<file path="src/rtl/rstport_pkg.sv">
package rstport_pkg;

    localparam int DATA_W      = 8;
    localparam int TRIGGER_BIT = 2;
    localparam logic [DATA_W-1:0] KEEP_MASK = 8'h0A;

    typedef enum logic [1:0] {
        ACC_IDLE  = 2'd0,
        ACC_STORE = 2'd1,
        ACC_RESET = 2'd2
    } acc_op_e;

    typedef struct packed {
        acc_op_e             op;
        logic [DATA_W-1:0]   data;
    } acc_req_t;

    // Turn one write access into an operation; data is pre-masked for storing.
    function automatic acc_req_t classify_write(input logic wr, input logic hit,
                                                input logic [DATA_W-1:0] wdata);
        acc_req_t r;
        r.op   = ACC_IDLE;
        r.data = '0;
        if (wr && hit) begin
            if (wdata[TRIGGER_BIT]) begin
                r.op = ACC_RESET;
            end else begin
                r.op   = ACC_STORE;
                r.data = wdata & KEEP_MASK;
            end
        end
        return r;
    endfunction

endpackage

</file>
<file path="src/rtl/rstport_decode.sv">
module rstport_decode
    import rstport_pkg::*;
#(
    parameter int                ADDR_W    = 16,
    parameter logic [ADDR_W-1:0] PORT_ADDR = 16'h0CF9
) (
    input  logic [ADDR_W-1:0] io_addr,
    input  logic              io_wr,
    input  logic              io_rd,
    input  logic [DATA_W-1:0] io_wdata,
    output acc_req_t          acc_o,
    output logic              rd_hit_o
);

    logic hit;

    assign hit      = (io_addr == PORT_ADDR);
    assign rd_hit_o = io_rd && hit;

    always_comb begin
        acc_o = classify_write(io_wr, hit, io_wdata);
    end

endmodule

</file>
<file path="src/rtl/rstport_store.sv">
module rstport_store
    import rstport_pkg::*;
(
    input  logic              clk,
    input  logic              rst,
    input  acc_req_t          acc_i,
    output logic [DATA_W-1:0] held_o
);

    logic [DATA_W-1:0] held_q;

    always_ff @(posedge clk) begin
        if (rst) begin
            held_q <= '0;
        end else if (acc_i.op == ACC_STORE) begin
            held_q <= acc_i.data;
        end
    end

    assign held_o = held_q;

endmodule

</file>
<file path="src/rtl/rstport_pulse.sv">
module rstport_pulse
    import rstport_pkg::*;
(
    input  logic     clk,
    input  logic     rst,
    input  acc_req_t acc_i,
    output logic     req_o
);

    logic req_q;

    always_ff @(posedge clk) begin
        if (rst) begin
            req_q <= 1'b0;
        end else begin
            req_q <= (acc_i.op == ACC_RESET);
        end
    end

    assign req_o = req_q;

endmodule

</file>
<file path="src/rtl/rstport_ctrl.sv">
module rstport_ctrl
    import rstport_pkg::*;
#(
    parameter int                ADDR_W    = 16,
    parameter logic [ADDR_W-1:0] PORT_ADDR = 16'h0CF9
) (
    input  logic              clk,
    input  logic              rst,
    input  logic [ADDR_W-1:0] io_addr,
    input  logic              io_wr,
    input  logic              io_rd,
    input  logic [7:0]        io_wdata,
    output logic [7:0]        io_rdata,
    output logic              sysrst_req
);

    acc_req_t          acc;
    logic              rd_hit;
    logic [DATA_W-1:0] held_q;

    rstport_decode #(.ADDR_W(ADDR_W), .PORT_ADDR(PORT_ADDR)) dec_i (
        .io_addr  (io_addr),
        .io_wr    (io_wr),
        .io_rd    (io_rd),
        .io_wdata (io_wdata),
        .acc_o    (acc),
        .rd_hit_o (rd_hit)
    );

    rstport_store store_i (
        .clk    (clk),
        .rst    (rst),
        .acc_i  (acc),
        .held_o (held_q)
    );

    rstport_pulse pulse_i (
        .clk   (clk),
        .rst   (rst),
        .acc_i (acc),
        .req_o (sysrst_req)
    );

    assign io_rdata = rd_hit ? held_q : '0;

endmodule

</file>
<file path="config.mk">
export PLATFORM = sky130hd
export DESIGN_NAME = rstport_ctrl
export DESIGN_NICKNAME = d
export VERILOG_FILES = /design/src/rtl/rstport_pkg.sv /design/src/rtl/rstport_decode.sv /design/src/rtl/rstport_store.sv /design/src/rtl/rstport_pulse.sv /design/src/rtl/rstport_ctrl.sv
export SDC_FILE = /design/constraint.sdc
export NUM_CORES = 1
export LEC_CHECK = 0
export BUFFER_PORTS_ARGS = -buffer_cell sky130_fd_sc_hd__buf_4
export CAP_MARGIN = 20
export CORE_AREA = 5 5 42 44
export CTS_CLUSTER_SIZE = 30
export DETAILED_ROUTE_END_ITERATION = 12
export DIE_AREA = 0 0 47 49
export GPL_ROUTABILITY_DRIVEN = 0
export PLACE_DENSITY_LB_ADDON = 0.2
export SETUP_SLACK_MARGIN = 0.05
export SYNTH_ARGS = -nofsm -noshare
export SYNTH_HDL_FRONTEND = slang
export SYNTH_SLANG_ARGS = --single-unit
</file>
<file path="constraint.sdc">
create_clock -name clk -period 1.1 [get_ports clk]
set_input_delay 0.11 -clock clk [delete_from_list [all_inputs] [get_ports clk]]
set_output_delay 0.11 -clock clk [all_outputs]
set_load 0.01 [all_outputs]
</file>
* Word-level counts from Yosys, hierarchy flattened
Index checks and enable logic that the tools add are counted.
** Word-level totals
- Register bits after elaboration :: 9
- Latch bits :: 0
- Memory bits (writable) :: 0
- Bits in read-only memories :: 0
- Input port bits :: 28
- Logic and storage cells :: 11
- Memories :: 0
** Operators by class
- $add $sub $neg :: 0
- Multiply operators :: 0
- Div/mod/pow operators :: 0
- Magnitude comparators :: 0
- Equal/unequal tests :: 3
- Shift-type cells :: 0
- Mux-type cells :: 4
- Bitwise logic cells :: 0
- Reduce and logical (&&, ||, !) cells :: 2
** Operator list (number)
- $eq A16 B12 Y1 const B :: 1
- $mux W10 :: 1
- $mux W8 :: 1
- $mux W4 :: 1
- $eq A2 B1 Y1 const B :: 1
- $eq A2 B2 Y1 const B :: 1
- $logic_and A1 B1 Y1 :: 2
- $mux W2 :: 1

* Longest topological paths before layout
Gate-level depths: netlist of run 1.
- Word-level depth :: 4
- Depth in mapped cells :: 4

* By module
From an unflattened synthesis of run 1, not the netlist that was laid out.
** Second synthesis, totals
- Cells, all modules :: 62
- Area total of the unflattened synthesis :: 595.6 µm²
** By module, submodules not included
- rstport_store :: instances 1, cells each 34, area each 362.8 µm², sequential area each 160.2 µm²
- rstport_decode :: instances 1, cells each 18, area each 150.1 µm², sequential area each 0.0 µm²
- rstport_ctrl :: instances 1, cells each 8, area each 50.0 µm², sequential area each 0.0 µm²
- rstport_pulse :: instances 1, cells each 2, area each 32.5 µm², sequential area each 20.0 µm²

* Worst setup path after synthesis of run 1
No wires, ideal clock.
- Kind :: input port to output port
- From :: in io_addr[12]
- To :: out io_rdata[1]
- Arrival time :: 839 ps
- Data required time :: 990 ps
- Path slack :: 151 ps
- Stages on the path :: 3
- Buffers on the path :: 0
- Cell sequence :: nor4_2 -> and4_1 -> and3_2
** On the way
- Cells in the longest elaborated chain, start to end :: 3
** Ends and longest elaborated chain
- start, declared :: RTL line rstport_ctrl.sv:9 : input logic [ADDR_W-1:0] io_addr,
- $eq A16 B12 Y1 :: RTL line rstport_decode.sv:17 : assign hit = (io_addr == PORT_ADDR);
- $logic_and A1 B1 Y1 :: RTL line rstport_decode.sv:18 : assign rd_hit_o = io_rd && hit;
- $mux W8 :: RTL line rstport_ctrl.sv:44 : assign io_rdata = rd_hit ? held_q : '0;
- end, declared :: RTL line rstport_ctrl.sv:13 : output logic [7:0] io_rdata,
No other way between the ends.

* Worst setup path after layout of run 1
Same ends and word-level chain as after synthesis.

==> impl_metrics.csv, run 1 <==
group,metric,value,unit
finish,insertedDiodeCount,0,
global_routing,globalRouteOverflowTotal,0,
timing,final-setup-viol-count,2,
run_status,status,"finished, violations left",
critical_path,worst-r2r-setup-slack,0.51,ns
timing,grt_setup_unrepaired,"true",
cts,clkSlewWorstSetupHoldPaths,0.04,ns
cts,tritoncts_num_sinks,3,
power,total_switching_power,0.0874,mW
floorplan,num_io_pins,37,
finish,sequential_cell_area,60.1,um2
synth,synth-main-ff-cell,"sky130_fd_sc_hd__dfxtp_1",
synth,synth_top_family_by_area,"simple AND/OR/NAND/NOR gates",
synth,cell_count_after_synthesis,28,
critical_path,r2r_endpoint,"store_i.held_o[1]",
floorplan,initial_utilization,16.8,%
global_routing,grt_max_degree,4,
critical_path,setup.worst_path.end,"io_rdata[1]",
finish,final_nets,87,
power,cellPowerDensity,794,mW/mm2
global_routing,first_global_vias,329,
route,post_drt_wl_per_cell,10.6,um
critical_path,launch_point_of_the_critical_path,"io_addr[12]",
synth,seq_area_frac_synth,25.5,%
floorplan,die_outline_area,0.00230,mm2
timing,fin_worst_hold_slack,0.0503,ns
global_routing,global_route.usage.total,7.94,%
cts,cts_tree,"built",
route,antenna_left,0,
timing,finalWorstSetupSlack,-0.0569,ns
synth,synth_top_cell_by_area,"sky130_fd_sc_hd__dfxtp_1",
critical_path,timing.reg2reg.worst_path_depth,2,
floorplan,die_width,47,um
critical_path,timing.critical_path.from_type,"input port",
critical_path,worst-endpoint-required,0.99,ns
synth,yosys.cell_count.top_type,"sky130_fd_sc_hd__buf_4",
critical_path,worst-path-max-fanout,3,
floorplan,rows,14,
power,p_comb_share,23.0,%
power,p_seq_share,27.8,%
critical_path,worst-endpoint-arrival,1.05,ns
job,maxCapViolations,0,
cts,clock_path_buffers,2,
timing,maximum_clock_skew_at_final_layout,0,ns
cts,clk-insertion-delay-late,0.23,ns
synth,synth-compound-area-share,8.51,%
synth,synth_simple_gate_area_share,45.2,%
critical_path,worst_path_dominant_cell_family,"simple AND/OR/NAND/NOR gates",
route,detailedRoute.firstPassIterationCount,1,
power,leakagePower,0.237,nW
synth,synth.area.top_cells,"sky130_fd_sc_hd__dfxtp_1 (26%), sky130_fd_sc_hd__buf_4 (19%), sky130_fd_sc_hd__and4b_1 (8.5%), sky130_fd_sc_hd__and3_2 (6.4%), sky130_fd_sc_hd__and4bb_2 (5.3%)",
power,cellInternalPower,0.306,mW
placed_design,port_buffers,25,
route,number_of_drc_markers_in_iteration_0,0,
cts,cts-root-buf,"sky130_fd_sc_hd__clkbuf_4",
floorplan,core_region_area,0.00140,mm2
finish,fillCellCount,173,
timing,fin_crit_sh,105,%
critical_path,critical_path.endpoint_type,"output port",
synth,postSynthRegisterBits,3,
power,clockPowerShare,49.2,%
synth,netlist-cell-type-count,16,
finish,drive_above_1_share,60.3,%
timing,final_hold_violations,0,
route,routed_wl,787,um
critical_path,critical_path.cell_chain,"buf_6, nor4_4, and4_4, and3_4, buf_6",
global_routing,global_route_wire_length_before_repair,1.31,mm
cts,cts-htree-levels,1,
cts,cts_inserted_buffers,3,
placed_design,dp.final_hpwl,674,um
run_status,failed_checks,"negative setup slack",
hold_path,worst_hold_path_type,"in2reg",
critical_path,r2r_start,"store_i.held_o[1]",
floorplan,floorplan.die.height,49,um
critical_path,critPathMaxStageDelay,0.29,ns
synth,synth.area.mux_share,0,%
synth,post_synth_xor_area_fraction,0,%
synth,synth_top_area_share,25.5,%
critical_path,critPathBufInv,2,
cts,cts-hold-fix-buffers,0,
critical_path,worstSetupPathType,"in2out",
synth,post_synth_instance_area,235,um2
power,vdd_drop_max,0.241,mV
route,vias,310,
synth,synth.avg_cell_area,8.40,um2
synth,post_synth_most_frequent_cells,"sky130_fd_sc_hd__buf_4 (6), sky130_fd_sc_hd__dfxtp_1 (3)",
synth,synthesis.yosys.warnings,0,
power,sw_frac_of_total,22.2,%
route,detail_route.drc_violations,0,
synth,async_set_or_reset_register_ratio_after_synthesis,0,%
critical_path,timing.critical_path.depth,5,
timing,number_of_max_slew_violations_in_the_final_report,0,
critical_path,crit_slowest_cell,"sky130_fd_sc_hd__nor4_4",
finish,multiInputGateArea,168,um2
synth,yosys.area_share.adder,0,%
timing,layout_min_cycle_time,1.16,ns
route,drt-vias-per-instance,4.19,
synth,synth-edff-count,0,
finish,finish.utilization,35.4,%
global_routing,initial_antenna_violation_count,0,
timing,max_freq,864,MHz
critical_path,critical-path-top-cell-by-count,"sky130_fd_sc_hd__buf_6",
finish,syn2layout_area_growth,111,%
==> kinds of logic after synthesis <==
group,after synthesis
and+or+nand+nor,14
buffers and inverters,6
AOI/OAI and AO/OA,4
DFF,3
other,1
==> through the flow <==
step / total power, mW / setup TNS [ns] / area (um2) / setup slack [ns] / std cells
2_1_floorplan: 0.146 / 0 / 254 / 0.151 / 33
3_3_place_gp: 0.191 / -0.322 / 424 / -0.0833 / 69
4_1_cts: 0.404 / -0.0640 / 484 / -0.0321 / 73
6_report: 0.394 / -0.109 / 495 / -0.0569 / 74
5_1_grt: 0.423 / -0.185 / 495 / -0.0961 / 74
3_5_place_dp: 0.192 / -0.334 / 424 / -0.0843 / 69
==> power by group through the flow <==
stage	sequential (mW)	combinational (mW)	clock, mW
after global placement	0.111	0.0805	0
after detailed placement	0.111	0.0808	0
after floorplan	0.111	0.0345	0
after CTS	0.109	0.0881	0.207
after global routing	0.109	0.0981	0.216
final	0.109	0.0907	0.194
==> layout make-up <==
type | instances | share of cell area (%)
sequential | 3 | 12.1
tap | 16 | 4.04
timing repair buffer | 27 | 44.7
multi-input combinational | 24 | 33.8
clock buffer | 4 | 5.30
==> per-layer routing <==
| metal | global-route usage, % | up-vias | wire length (um) |
|---|---|---|---|
| met5 | 0 | - | 0 |
| met4 | 6.91 | 0 | 19 |
| met3 | 3.69 | 2 | 140 |
| met2 | 10.4 | 30 | 333 |
| met1 | 9.17 | 127 | 294 |
| li1 | - | 151 | - |
==> cells in the final DEF, fill, tap and decap left out <==
master	count
sky130_fd_sc_hd__a21oi_1	2
sky130_fd_sc_hd__nand2b_1	1
sky130_fd_sc_hd__nor4_4	1
sky130_fd_sc_hd__clkbuf_1	1
sky130_fd_sc_hd__nand2_1	1
sky130_fd_sc_hd__and4bb_2	1
sky130_fd_sc_hd__conb_1	6
sky130_fd_sc_hd__nand4_1	1
sky130_fd_sc_hd__buf_4	22
sky130_fd_sc_hd__nor2b_1	1
sky130_fd_sc_hd__nor3_1	1
sky130_fd_sc_hd__nand3_1	2
sky130_fd_sc_hd__o21ai_1	2
sky130_fd_sc_hd__and3_4	2
sky130_fd_sc_hd__and4b_1	2
sky130_fd_sc_hd__clkbuf_4	3
sky130_fd_sc_hd__buf_6	5
sky130_fd_sc_hd__dfxtp_1	3
sky130_fd_sc_hd__and4_4	1
==> state kept, by name (all words and copies together) (netlist names) <==
signal / count
store_i.held_o: 2
pulse_i.req_o: 1
==> what timing repair did <==
| action | CTS | global route |
|---|---|---|
| endpoints found under the setup margin | 2 | 2 |
| buffers inserted | 0 | 1 |
| pin swaps | 5 | 3 |
| gates resized for setup | 8 | 3 |
==> how the worst min path moves through the flow <==
stage / startpoint / to / cells past startpoint
floorplan: rst / store_i.held_o[1] / 1
global placement: rst / store_i.held_o[1] / 2
detailed placement: rst / store_i.held_o[1] / 2
CTS: rst / store_i.held_o[1] / 2
global route: rst / store_i.held_o[1] / 2
finish: rst / store_i.held_o[1] / 2
Power figures use the tool's default switching activity.
==> run 2: changes to the inputs <==
- MAX_ROUTING_LAYER: not set -> met4
==> run 2 against run 1 <==
  * The run still ends with negative setup slack left
  * Clock-buffer cell count is the same
  * Via count unchanged
  * Fmax is the same
  * Global-route usage rose by 0.20 points
  * Die area did not move
  * Critical path depth unchanged
  * Clock power hardly changed
  * Largest cell class unchanged
  * Highest routed layer unchanged
==> impl_metrics.csv, run 2 (synthesis gave the netlist of run 1 again) <==
group,metric,value,unit
placed_design,pre_cts_setup_slack,-0.0843,ns
finish,final_nets,87,
timing,final_hold_violations,0,
floorplan,die_width,47,um
route,detail_route.drc_violations,0,
floorplan,initial_utilization,16.8,%
floorplan,die_outline_area,0.00230,mm2
timing,setup-tns-final,-0.109,ns
route,detailedRoute.firstPassIterationCount,1,
global_routing,first_global_vias,329,
timing,maximum_clock_skew_at_final_layout,0,ns
run_status,failed_checks,"negative setup slack",
cts,tritoncts_num_sinks,3,
power,p_seq_share,27.8,%
power,clockPowerShare,49.2,%
run_status,status,"finished, violations left",
route,routed_wl,787,um
power,sw_frac_of_total,22.2,%
critical_path,worst-endpoint-required,0.99,ns
finish,fillCellCount,173,
finish,multiInputGateArea,168,um2
floorplan,num_io_pins,37,
finish,sequential_cell_area,60.1,um2
job,maxCapViolations,0,
floorplan,core_region_area,0.00140,mm2
cts,cts_inserted_buffers,3,
route,drt-vias-per-instance,4.19,
timing,grt_setup_unrepaired,"true",
placed_design,dp.final_hpwl,674,um
power,cellInternalPower,0.306,mW
route,post_drt_wl_per_cell,10.6,um
cts,cts_tree,"built",
placed_design,port_buffers,25,
global_routing,global_route_wire_length_before_repair,1.31,mm
route,number_of_drc_markers_in_iteration_0,0,
cts,clkSlewWorstSetupHoldPaths,0.04,ns
critical_path,worst-path-max-fanout,3,
finish,syn2layout_area_growth,111,%
global_routing,grt_max_degree,4,
finish,insertedDiodeCount,0,
timing,finalWorstSetupSlack,-0.0569,ns
power,total_switching_power,0.0874,mW
power,vdd_drop_max,0.241,mV
critical_path,worst-endpoint-arrival,1.05,ns
finish,finish.utilization,35.4,%
floorplan,rows,14,
route,vias,310,
power,leakagePower,0.237,nW
cts,cts-htree-levels,1,
hold_path,worst_hold_path_type,"in2reg",
timing,final-setup-viol-count,2,
finish,drive_above_1_share,60.3,%
critical_path,worstSetupPathType,"in2out",
floorplan,floorplan.die.height,49,um
timing,number_of_max_slew_violations_in_the_final_report,0,
critical_path,critical_path.endpoint_type,"output port",
finish,largest_register_ff_count,2,
power,cellPowerDensity,794,mW/mm2
timing,layout_min_cycle_time,1.16,ns
global_routing,globalRouteOverflowTotal,0,
timing,max_freq,864,MHz
global_routing,initial_antenna_violation_count,0,
critical_path,timing.critical_path.from_type,"input port",
cts,cts-root-buf,"sky130_fd_sc_hd__clkbuf_4",
cts,clock_path_buffers,2,
finish,final_common_cell,"sky130_fd_sc_hd__buf_4",
global_routing,global_route.usage.total,8.14,%
timing,fin_worst_hold_slack,0.0503,ns
cts,clk-insertion-delay-late,0.23,ns
finish,most_frequent_cells_in_the_layout,"sky130_fd_sc_hd__buf_4 (22), sky130_fd_sc_hd__conb_1 (6), sky130_fd_sc_hd__buf_6 (5)",
power,p_comb_share,23.0,%
route,antenna_left,0,
timing,fin_crit_sh,105,%
## run 2: cell counts in the layout (fill, tap and decap cells not counted)
Identical to the previous run, type by type.
## run 2: area by class of cell
type                    instances  share of cell area [%]
repair buffers                 27                    44.7
multi-input cells              24                    33.8
flip-flops and latches          3                    12.1
clock buffers                   4                    5.30
well taps                      16                    4.04
## run 2: what timing repair did
| item | 4_1_cts | 5_1_grt |
|---|---|---|
| buffers inserted | 0 | 1 |
| pin swaps | 5 | 3 |
| hold buffers | 0 | 0 |
| setup endpoints to repair | 2 | 2 |
| gates resized for setup | 8 | 3 |
## run 2: power by group through the flow
stage	sequential (mW)	clock [mW]	combinational, mW
after floorplan	0.111	0	0.0345
after global placement	0.111	0	0.0805
after detailed placement	0.111	0	0.0808
after CTS	0.109	0.207	0.0881
after global routing	0.109	0.216	0.0981
final	0.109	0.194	0.0907
## run 2: final timing paths
| path | slack [ns] | end | cells past startpoint | from |
|---|---|---|---|---|
| hold reg to reg | 0.48 | store_i.held_o[3] | 2 | store_i.held_o[3] |
| hold / removal | 0.05 | store_i.held_o[1] | 2 | rst |
| setup reg to reg | 0.51 | store_i.held_o[1] | 2 | store_i.held_o[1] |
| setup / recovery | -0.06 | io_rdata[1] | 5 | io_addr[12] |
## run 2: worst max-delay path, stage by stage
cell and delay (ns):
sky130_fd_sc_hd__buf_6 0.09, sky130_fd_sc_hd__nor4_4 0.29, sky130_fd_sc_hd__and4_4 0.28, sky130_fd_sc_hd__and3_4 0.18
sky130_fd_sc_hd__buf_6 0.09
## run 2: metrics by stage
step | instances | instance area (um2) | total power [mW]
6_report | 74 | 495 | 0.394
5_1_grt | 74 | 495 | 0.423
2_1_floorplan | 33 | 254 | 0.146
4_1_cts | 73 | 484 | 0.404
3_5_place_dp | 69 | 424 | 0.192
3_3_place_gp | 69 | 424 | 0.191
## run 2: layer usage
metal	track usage, %	up-vias	share of wire [%]
met5	-	-	0
met4	6.91	0	2.4
met3	3.32	2	18
met2	10.4	30	42
met1	9.39	127	38
li1	-	151	-
